===== src/rtl/flash_pkg.sv =====
package flash_pkg;

  typedef enum logic [1:0] {
    OP_READ  = 2'b00,
    OP_PROG  = 2'b01,
    OP_ERASE = 2'b10,
    OP_MARK  = 2'b11
  } flashOp_e;

  typedef enum logic [1:0] {
    ST_OK       = 2'b00,
    ST_PROG_ERR = 2'b01,
    ST_BAD_BLK  = 2'b10,
    ST_RSVD     = 2'b11
  } flashSt_e;

  // strobes from control to datapath
  typedef struct packed {
    logic     fire;
    flashOp_e op;
  } ctrlStrobe_t;

endpackage


===== src/rtl/flash_ctrl.sv =====
module flash_ctrl
  import flash_pkg::*;
#(
  parameter int READ_LAT  = 2,
  parameter int PROG_LAT  = 4,
  parameter int ERASE_LAT = 9,
  parameter int ADDR_W    = 4,
  parameter int DATA_W    = 8
) (
  input  logic              clk,
  input  logic              rst,
  input  logic              cmdValid,
  input  logic [1:0]        cmdOp,
  input  logic [ADDR_W-1:0] cmdAddr,
  input  logic [DATA_W-1:0] cmdData,
  output logic              busy,
  output logic              done,
  output ctrlStrobe_t       strobe,
  output logic [ADDR_W-1:0] opAddr,
  output logic [DATA_W-1:0] opData
);

  localparam int MAX_LAT = (ERASE_LAT > PROG_LAT)
                         ? ((ERASE_LAT > READ_LAT) ? ERASE_LAT : READ_LAT)
                         : ((PROG_LAT > READ_LAT) ? PROG_LAT : READ_LAT);
  localparam int CNT_W = $clog2(MAX_LAT + 1);

  logic             busyQ;
  logic             doneQ;
  logic [CNT_W-1:0] cntQ;
  flashOp_e         opQ;
  logic [ADDR_W-1:0] addrQ;
  logic [DATA_W-1:0] dataQ;

  function automatic logic [CNT_W-1:0] latFor(input logic [1:0] op);
    case (op)
      2'b01:   return CNT_W'(PROG_LAT - 1);
      2'b10:   return CNT_W'(ERASE_LAT - 1);
      default: return CNT_W'(READ_LAT - 1);
    endcase
  endfunction

  always_ff @(posedge clk) begin
    if (rst) begin
      busyQ <= 1'b0;
      doneQ <= 1'b0;
      cntQ  <= '0;
      opQ   <= OP_READ;
      addrQ <= '0;
      dataQ <= '0;
    end else begin
      doneQ <= 1'b0;
      if (!busyQ && cmdValid) begin
        busyQ <= 1'b1;
        opQ   <= flashOp_e'(cmdOp);
        addrQ <= cmdAddr;
        dataQ <= cmdData;
        cntQ  <= latFor(cmdOp);
      end else if (busyQ) begin
        if (cntQ == '0) begin
          busyQ <= 1'b0;
          doneQ <= 1'b1;
        end else begin
          cntQ <= cntQ - 1'b1;
        end
      end
    end
  end

  always_comb begin
    strobe.fire = busyQ && (cntQ == '0);
    strobe.op   = opQ;
  end

  assign busy   = busyQ;
  assign done   = doneQ;
  assign opAddr = addrQ;
  assign opData = dataQ;

endmodule


===== src/rtl/flash_datapath.sv =====
module flash_datapath
  import flash_pkg::*;
#(
  parameter int DATA_W        = 8,
  parameter int NUM_BLKS      = 4,
  parameter int PAGES_PER_BLK = 4,
  parameter int CYCLE_LIMIT   = 3
) (
  input  logic                     clk,
  input  logic                     rst,
  input  ctrlStrobe_t              strobe,
  input  logic [$clog2(NUM_BLKS)+$clog2(PAGES_PER_BLK)-1:0] opAddr,
  input  logic [DATA_W-1:0]        opData,
  output logic [DATA_W-1:0]        rdData,
  output logic [1:0]               status
);

  localparam int PAGE_W    = $clog2(PAGES_PER_BLK);
  localparam int BLK_W     = $clog2(NUM_BLKS);
  localparam int ADDR_W    = BLK_W + PAGE_W;
  localparam int NUM_PAGES = NUM_BLKS * PAGES_PER_BLK;
  localparam int WEAR_W    = $clog2(CYCLE_LIMIT + 1);

  logic [DATA_W-1:0] pageMem [NUM_PAGES];
  logic [BLK_W-1:0]  blkIdx;
  logic [DATA_W-1:0] curPage;
  logic [NUM_BLKS-1:0] badVec;
  logic [NUM_BLKS-1:0] eraseBlk;
  logic              blkBad;
  logic              progHit;
  logic              needsOne;

  assign blkIdx   = opAddr[ADDR_W-1:PAGE_W];
  assign curPage  = pageMem[opAddr];
  assign blkBad   = badVec[blkIdx];
  assign progHit  = strobe.fire && (strobe.op == OP_PROG) && !blkBad;
  assign needsOne = ((curPage & opData) != opData);

  // per-block wear counter and bad flag
  for (genvar b = 0; b < NUM_BLKS; b++) begin : g_blk
    logic              selHit;
    logic              markHit;
    logic              badQ;
    logic [WEAR_W-1:0] wearQ;

    assign selHit      = strobe.fire && (blkIdx == BLK_W'(b));
    assign markHit     = selHit && (strobe.op == OP_MARK);
    assign eraseBlk[b] = selHit && (strobe.op == OP_ERASE) && !badQ;
    assign badVec[b]   = badQ;

    always_ff @(posedge clk) begin
      if (rst) begin
        wearQ <= '0;
        badQ  <= 1'b0;
      end else begin
        if (eraseBlk[b]) begin
          wearQ <= wearQ + 1'b1;
          if (wearQ == WEAR_W'(CYCLE_LIMIT - 1)) badQ <= 1'b1;
        end
        if (markHit) badQ <= 1'b1;
      end
    end
  end

  // page storage
  always_ff @(posedge clk) begin
    if (rst) begin
      for (int p = 0; p < NUM_PAGES; p++) pageMem[p] <= '1;
    end else begin
      for (int p = 0; p < NUM_PAGES; p++) begin
        if (eraseBlk[p / PAGES_PER_BLK]) begin
          pageMem[p] <= '1;
        end else if (progHit && (opAddr == ADDR_W'(p))) begin
          pageMem[p] <= pageMem[p] & opData;
        end
      end
    end
  end

  // result registers
  always_ff @(posedge clk) begin
    if (rst) begin
      rdData <= '0;
      status <= ST_OK;
    end else if (strobe.fire) begin
      if (strobe.op == OP_MARK) begin
        status <= ST_OK;
        rdData <= '0;
      end else if (blkBad) begin
        status <= ST_BAD_BLK;
        rdData <= '0;
      end else begin
        rdData <= (strobe.op == OP_READ) ? curPage : '0;
        status <= (strobe.op == OP_PROG && needsOne) ? ST_PROG_ERR : ST_OK;
      end
    end
  end

endmodule


===== src/rtl/flash_array_top.sv =====
module flash_array_top
  import flash_pkg::*;
#(
  parameter int DATA_W        = 8,
  parameter int NUM_BLKS      = 4,
  parameter int PAGES_PER_BLK = 4,
  parameter int CYCLE_LIMIT   = 3,
  parameter int READ_LAT      = 2,
  parameter int PROG_LAT      = 4,
  parameter int ERASE_LAT     = 9
) (
  input  logic              clk,
  input  logic              rst,
  input  logic              cmdValid,
  input  logic [1:0]        cmdOp,
  input  logic [$clog2(NUM_BLKS)+$clog2(PAGES_PER_BLK)-1:0] cmdAddr,
  input  logic [DATA_W-1:0] cmdData,
  output logic              busy,
  output logic              done,
  output logic [DATA_W-1:0] rdData,
  output logic [1:0]        status
);

  localparam int ADDR_W = $clog2(NUM_BLKS) + $clog2(PAGES_PER_BLK);

  ctrlStrobe_t       strobe;
  logic [ADDR_W-1:0] opAddr;
  logic [DATA_W-1:0] opData;

  flash_ctrl #(
    .READ_LAT (READ_LAT),
    .PROG_LAT (PROG_LAT),
    .ERASE_LAT(ERASE_LAT),
    .ADDR_W   (ADDR_W),
    .DATA_W   (DATA_W)
  ) i_ctrl (
    .clk     (clk),
    .rst     (rst),
    .cmdValid(cmdValid),
    .cmdOp   (cmdOp),
    .cmdAddr (cmdAddr),
    .cmdData (cmdData),
    .busy    (busy),
    .done    (done),
    .strobe  (strobe),
    .opAddr  (opAddr),
    .opData  (opData)
  );

  flash_datapath #(
    .DATA_W       (DATA_W),
    .NUM_BLKS     (NUM_BLKS),
    .PAGES_PER_BLK(PAGES_PER_BLK),
    .CYCLE_LIMIT  (CYCLE_LIMIT)
  ) i_dp (
    .clk   (clk),
    .rst   (rst),
    .strobe(strobe),
    .opAddr(opAddr),
    .opData(opData),
    .rdData(rdData),
    .status(status)
  );

endmodule


===== config.mk =====
export PLATFORM = sky130hd
export DESIGN_NAME = flash_array_top
export DESIGN_NICKNAME = d
export VERILOG_FILES = /design/src/rtl/flash_pkg.sv /design/src/rtl/flash_ctrl.sv /design/src/rtl/flash_datapath.sv /design/src/rtl/flash_array_top.sv
export SDC_FILE = /design/constraint.sdc
export NUM_CORES = 1
export LEC_CHECK = 0
export BUFFER_PORTS_ARGS = -buffer_cell sky130_fd_sc_hd__buf_2
export CAP_MARGIN = 20
export CORE_ASPECT_RATIO = 1.75
export CORE_MARGIN = 2
export CORE_UTILIZATION = 30
export CTS_BUF_LIST = sky130_fd_sc_hd__clkbuf_8
export DETAILED_ROUTE_END_ITERATION = 6
export PLACE_DENSITY = 0.52
export SLEW_MARGIN = 10
export SYNTH_ARGS = -nofsm -noshare
export SYNTH_HDL_FRONTEND = slang
export SYNTH_SLANG_ARGS = --single-unit

===== constraint.sdc =====
create_clock -name clk -period 3.3 [get_ports clk]
set_input_delay 0.825 -clock clk [delete_from_list [all_inputs] [get_ports clk]]
set_output_delay 0.825 -clock clk [all_outputs]
set_load 0.005 [all_outputs]

# After elaboration in Yosys (flattened, before gate mapping)
# Memories as Yosys holds them, arrays and structs flattened. A register that Yosys moved wholly into a read port is not among the register bits.
# Index checks and enable logic that the tools add are counted.
dict set report word_totals {
  regBits 42
  mem_bits_rw 128
  input_bits 17
  out_inout_bits 12
  wordCells 304
  memories 1
}
dict set report classes {
  add_sub_neg 5
  magnitude_cmp 1
  n_eq_ne 29
  n_mux 140
  bitwise_logic 50
  n_reduce_logical 62
}
# name depth width read_ports rd_clocked_by_memory_dff write_ports line
set memory_table {}
lappend memory_table {i_dp.pageMem 16 8 17 1 16 flash_datapath.sv:24} ;# logic [DATA_W-1:0] pageMem [NUM_PAGES];
# operator count
set op_table {}
lappend op_table {{two-way mux 8 bit} 35}
lappend op_table {{bitwise AND 8 bit} 17}
lappend op_table {{two-way mux 1 bit} 96}
lappend op_table {{logical AND 1 bit} 37}
lappend op_table {{== test 4 bit (second input constant)} 8}
lappend op_table {{OR 1 bit} 32}
lappend op_table {{two-way mux 4 bit} 5}
lappend op_table {{== test 2 bit (second input constant)} 9}
lappend op_table {{nonzero test 2 bit} 9}
lappend op_table {{== test 4 x 3 -> 1 bit (second input constant)} 4}
lappend op_table {{AND reduction 2 bit} 5}
lappend op_table {{adder 2 x 1 -> 2 bit (second input constant)} 4}
lappend op_table {{== test 4 x 2 -> 1 bit (second input constant)} 2}
lappend op_table {{zero test 4 bit} 2}
lappend op_table {{!= test 8 bit} 1}
lappend op_table {{case mux 4 bit (2 select lines)} 1}
lappend op_table {{== test 2 x 1 -> 1 bit (second input constant)} 3}
lappend op_table {{zero test 1 bit} 6}
lappend op_table {{== test 4 x 1 -> 1 bit (second input constant)} 1}
lappend op_table {{zero test 2 bit} 2}
lappend op_table {{two-way mux 2 bit} 2}
lappend op_table {{subtractor 4 x 1 -> 4 bit (second input constant)} 1}
lappend op_table {{less-than comparator 2 x 3 -> 1 bit (second input constant)} 1}
lappend op_table {{OR reduction 3 bit} 1}
lappend op_table {{3 further kinds} 3}

# Longest topological paths before layout
dict set report logic_depth {
  word_depth 10
  ltp_mapped 9
  depth_no_buf 8
}

# Hierarchy
# From an unflattened synthesis, not the netlist that was laid out.
dict set report hier_totals {
  cells_unflattened 700
  hier_area_um2 8194.1
}
# module n_inst cells_per_inst area_each_um2 seq_area_each_um2
set by_module_without_submodules {}
lappend by_module_without_submodules {flash_datapath 1 602 7377.1 4284.1}
lappend by_module_without_submodules {flash_ctrl 1 98 817.0 400.4}

# Worst setup path before layout
# Ideal clock, no wire load.
dict set report synth_path {
  path_kind {register -> register}
  start {register i_ctrl.addrQ[2], in the netlist i_ctrl.opAddr[2]}
  end {memory i_dp.pageMem[10][0] (enable)}
  setup_time_ns 0.384
  arrival_time_ns 2.271
  t_required_ns 2.916
  path_slack_ns 0.645
  stages_incl_launch_ff 7
  path_buffers 1
  synth_period_minus_slack_ns 2.655
  cell_sequence {dfxtp_1 -> buf_6 -> mux4_2 -> nor4b_4 -> and2b_2 -> nand2_1 -> o21ai_0}
}
# item line
set synth_rtl {}
lappend synth_rtl {{start: declaration} flash_ctrl.sv:32} ;# logic [ADDR_W-1:0] addrQ;
lappend synth_rtl {{start signal: assignment} flash_ctrl.sv:56} ;# addrQ <= cmdAddr;
lappend synth_rtl {{end: declaration} flash_datapath.sv:24}

==> flow_metrics.env <==
export IMPL_status="complete, no violations"
export IMPL_yosysWarnings=0
export IMPL_cts_hold_fix_buffers=0
export IMPL_wl_mm=22.4
export IMPL_fill_cells=2825
export IMPL_rr_startpoint="i_ctrl.cntQ[0]"
export IMPL_fin_ws_ns=0.497
export IMPL_async_flop_share=0
export IMPL_std_cell_rows=80
export IMPL_ys_flop_type="edfxtp_1"
export IMPL_rsz0062_at_grt="false"
export IMPL_seq_power_share=0.566
export IMPL_hold_depth=2
export IMPL_drtIter0Drc=351
export IMPL_die_width_um=129
export IMPL_ys_seq_area_frac=0.577
export IMPL_worst_r2r_setup_slack_ns=0.50
export IMPL_syn_inst=732
export IMPL_power_share_combinational=0.090
export IMPL_cts_buffers=17
export IMPL_critical_path_top_delay_family="simple AND/OR/NAND/NOR gates"
export IMPL_pwr_density_cell_nw_per_um2=462
export IMPL_peakVddDrop_mv=0.364
export IMPL_port_buffers=28
export IMPL_p_sw_frac=0.284
export IMPL_dpl_worst_slack_ns=0.476
export IMPL_synth_top_area_share=0.465
export IMPL_ctsRootBufferMaster="clkbuf_8"
export IMPL_p_sw_mw=1.22
export IMPL_via_count=5738
export IMPL_arrival_ns=2.97
export IMPL_dp_hpwl_mm=16.3
export IMPL_clk_latency_ns=0.50
export IMPL_overflow=0
export IMPL_synth_top_cell_by_area="edfxtp_1"
export IMPL_critPathKind="reg2reg"
export IMPL_die_h_um=224
export IMPL_final_cell_mix="nand2_1 (187), edfxtp_1 (128), a21o_1 (56)"
export IMPL_post_cts_resized=0
export IMPL_die_area_um2=28900
export IMPL_reg2regPathDepth=8
export IMPL_worst_setup_path_start_kind="flip-flop"
export IMPL_final_layout_size_suffix_gt1_frac=0.177
export IMPL_vias_per_cell=4.99
export IMPL_setup_tns_ns=0
export IMPL_setup_violations=0
export IMPL_initial_core_util=0.304
export IMPL_slowest_delay_ns=0.46
export IMPL_clockBufferDepth=2
export IMPL_drv_slew=0
export IMPL_synth_area_um2=8260
export IMPL_slew_headroom=0.380
export IMPL_min_to="i_dp.status[1]"
export IMPL_path_cells="inv_1 -> ha_1 -> and4bb_2 -> nand3b_1 -> nor2_1 -> nor3_1 -> and3_1 -> nand2b_1"
export IMPL_crit_required_ns=3.46
export IMPL_syn_nets=754
export IMPL_hp_start="i_dp.status[1]"
export IMPL_area_growth_pct=12.8
export IMPL_wl_per_cell_um=19.5
export IMPL_dr_pass1_iters=5
export IMPL_grt_pass1_wl_mm=34.8
export IMPL_grt_max_degree=31
export IMPL_grt_usage=0.162
export IMPL_synth_edff_count=128
export IMPL_antenna_found_initial=0
export IMPL_yosys_top_cells_area="edfxtp_1 (47%), dfxtp_1 (11%), nand2_1 (8.5%)"
export IMPL_globalplace_congestion=0.801
export IMPL_finClkSkew_ns=0.0125
export IMPL_clkTransAtPathRegs_ns=0.11
export IMPL_p_clk_frac=0.344
export IMPL_cp_max_fo=9
export IMPL_cts_tree="built"
export IMPL_grt_pass1_vias=5752
export IMPL_ys_ff_latch=174
export IMPL_fin_crit_sh=0.849
export IMPL_worst_pin_slew_ns=0.929
export IMPL_cts_sinks=174
export IMPL_drc=0
export IMPL_p_int_mw=3.08
export IMPL_hold_violations=0
export IMPL_final_nets=788
export IMPL_fmax_mhz=357
export IMPL_critPathBufInv=1
export IMPL_cp_slowest_cell="and3_1"
export IMPL_fin_crit_ns=2.80
export IMPL_p_leak_nw=2.63
export IMPL_layout_commonest_cell="nand2_1"
export IMPL_synth_cell_types=53
export IMPL_ant_nets=0
export IMPL_htreeDepth=4
export IMPL_avgSynthCellArea_um2=11.3
export IMPL_io_pins=29
export IMPL_r2r_end="i_dp.pageMem[12][6]"
export IMPL_cts_setup_buffers=0
export IMPL_core_um2=27200
export IMPL_min_path_type="reg2reg"
export IMPL_max_cap_viol_count=0
export IMPL_end_kind="flip-flop"
cell type report:
type / count / area [µm²] / area share
diodes: 1 / 2.50 / 0.000269
clock inverters: 15 / 141 / 0.0152
inverters: 15 / 56.3 / 0.00604
clock buffers: 17 / 234 / 0.0251
repair buffers: 62 / 430 / 0.0462
multi-input cells: 496 / 3230 / 0.346
well taps: 369 / 462 / 0.0495
flip-flops and latches: 174 / 4770 / 0.512
state kept, by name, summed over array words and instances (netlist names), named ones only:
register / flops
i_ctrl.cntQ: 4
i_ctrl.opData: 8
i_dp.status: 2
i_dp.pageMem: 128
i_dp.g_blk.wearQ: 8
i_ctrl.opQ: 2
i_ctrl.done: 1
i_dp.g_blk.badQ: 4
i_ctrl.opAddr: 4
i_dp.rdData: 8
i_ctrl.busy: 1
power by group through the flow:
| stage | combinational [mW] | sequential [mW] | clock, mW |
|---|---|---|---|
| after floorplan | 0.271 | 2.45 | 0 |
| after global placement | 0.387 | 2.49 | 0 |
| after detailed placement | 0.389 | 2.49 | 0 |
| after CTS | 0.390 | 2.44 | 1.51 |
| after global routing | 0.430 | 2.45 | 1.59 |
| final | 0.388 | 2.44 | 1.48 |
stage by stage:
step,utilization,total power [mW],hold slack [ns],cells,instance area (µm²)
2_1_floorplan,-,2.72,0.448,732,8260
3_3_place_gp,0.328,2.88,0.442,1115,8940
3_5_place_dp,0.328,2.88,0.445,1116,8940
4_1_cts,0.342,4.34,0.464,1148,9320
5_1_grt,0.342,4.47,0.513,1148,9320
6_report,0.342,4.31,0.461,1149,9320
metal layers:
metal / wire (µm) / GRT usage / vias to the layer above / part of all wire
met5: 0 / 0 / - / 0
li1: - / - / 2708 / -
met4: 695 / 0.0718 / 0 / 0.031
met2: 11700 / 0.281 / 155 / 0.52
met3: 918 / 0.0303 / 39 / 0.041
met1: 9130 / 0.194 / 2836 / 0.41
how the worst max path moves through the flow:
stage | start | to | cells after the start
3_3_place_gp | i_ctrl.opAddr[2] | i_dp.pageMem[1][4] | 4
4_1_cts | i_ctrl.cntQ[0] | i_dp.pageMem[12][6] | 8
6_report | i_ctrl.cntQ[0] | i_dp.pageMem[12][6] | 8
2_1_floorplan | i_ctrl.opAddr[2] | i_dp.pageMem[10][0] | 6
3_5_place_dp | i_ctrl.cntQ[0] | i_dp.pageMem[12][6] | 8
5_1_grt | i_ctrl.cntQ[0] | i_dp.pageMem[12][6] | 8
logic make-up after synthesis:
logic type,synth area share
fa+ha+maj,0.00757
simple gates,0.151
compound gates,0.110
flops,0.577
buf+inv,0.0332
xor+xnor,0.00424
mux,0.118
worst register-to-register path: stages (launching register included):
cell,delay (ns)
dfxtp_1,0.38
inv_1,0.06
ha_1,0.23
and4bb_2,0.27
nand3b_1,0.26
nor2_1,0.07
nor3_1,0.34
and3_1,0.46
nand2b_1,0.41
synthesized netlist by cell type (2+ instances only):
library cell  count
a221oi_1          2
nand4b_1          3
nor2b_1           3
edfxtp_1        128
a21o_1           56
mux2_2            3
a211oi_1          7
o21ai_0          23
mux2i_1          33
nand3b_1          2
nor4_1            3
nand2_2           2
nand2b_1          8
o211ai_1          2
buf_6             3
inv_1            14
a22oi_1          11
nand3_1           4
nor2_1           52
nor2_2            5
a21oi_1          20
xnor2_1           4
nand2_1         187
mux4_2           27
dfxtp_1          46
a311oi_1          2
clkbuf_1         28
ha_1              5
nor3_1            9
or3_1             2
buf_2            12
buf_1             3
a31oi_1           2
nand4_1           2
(Power assumes the default switching activity.)
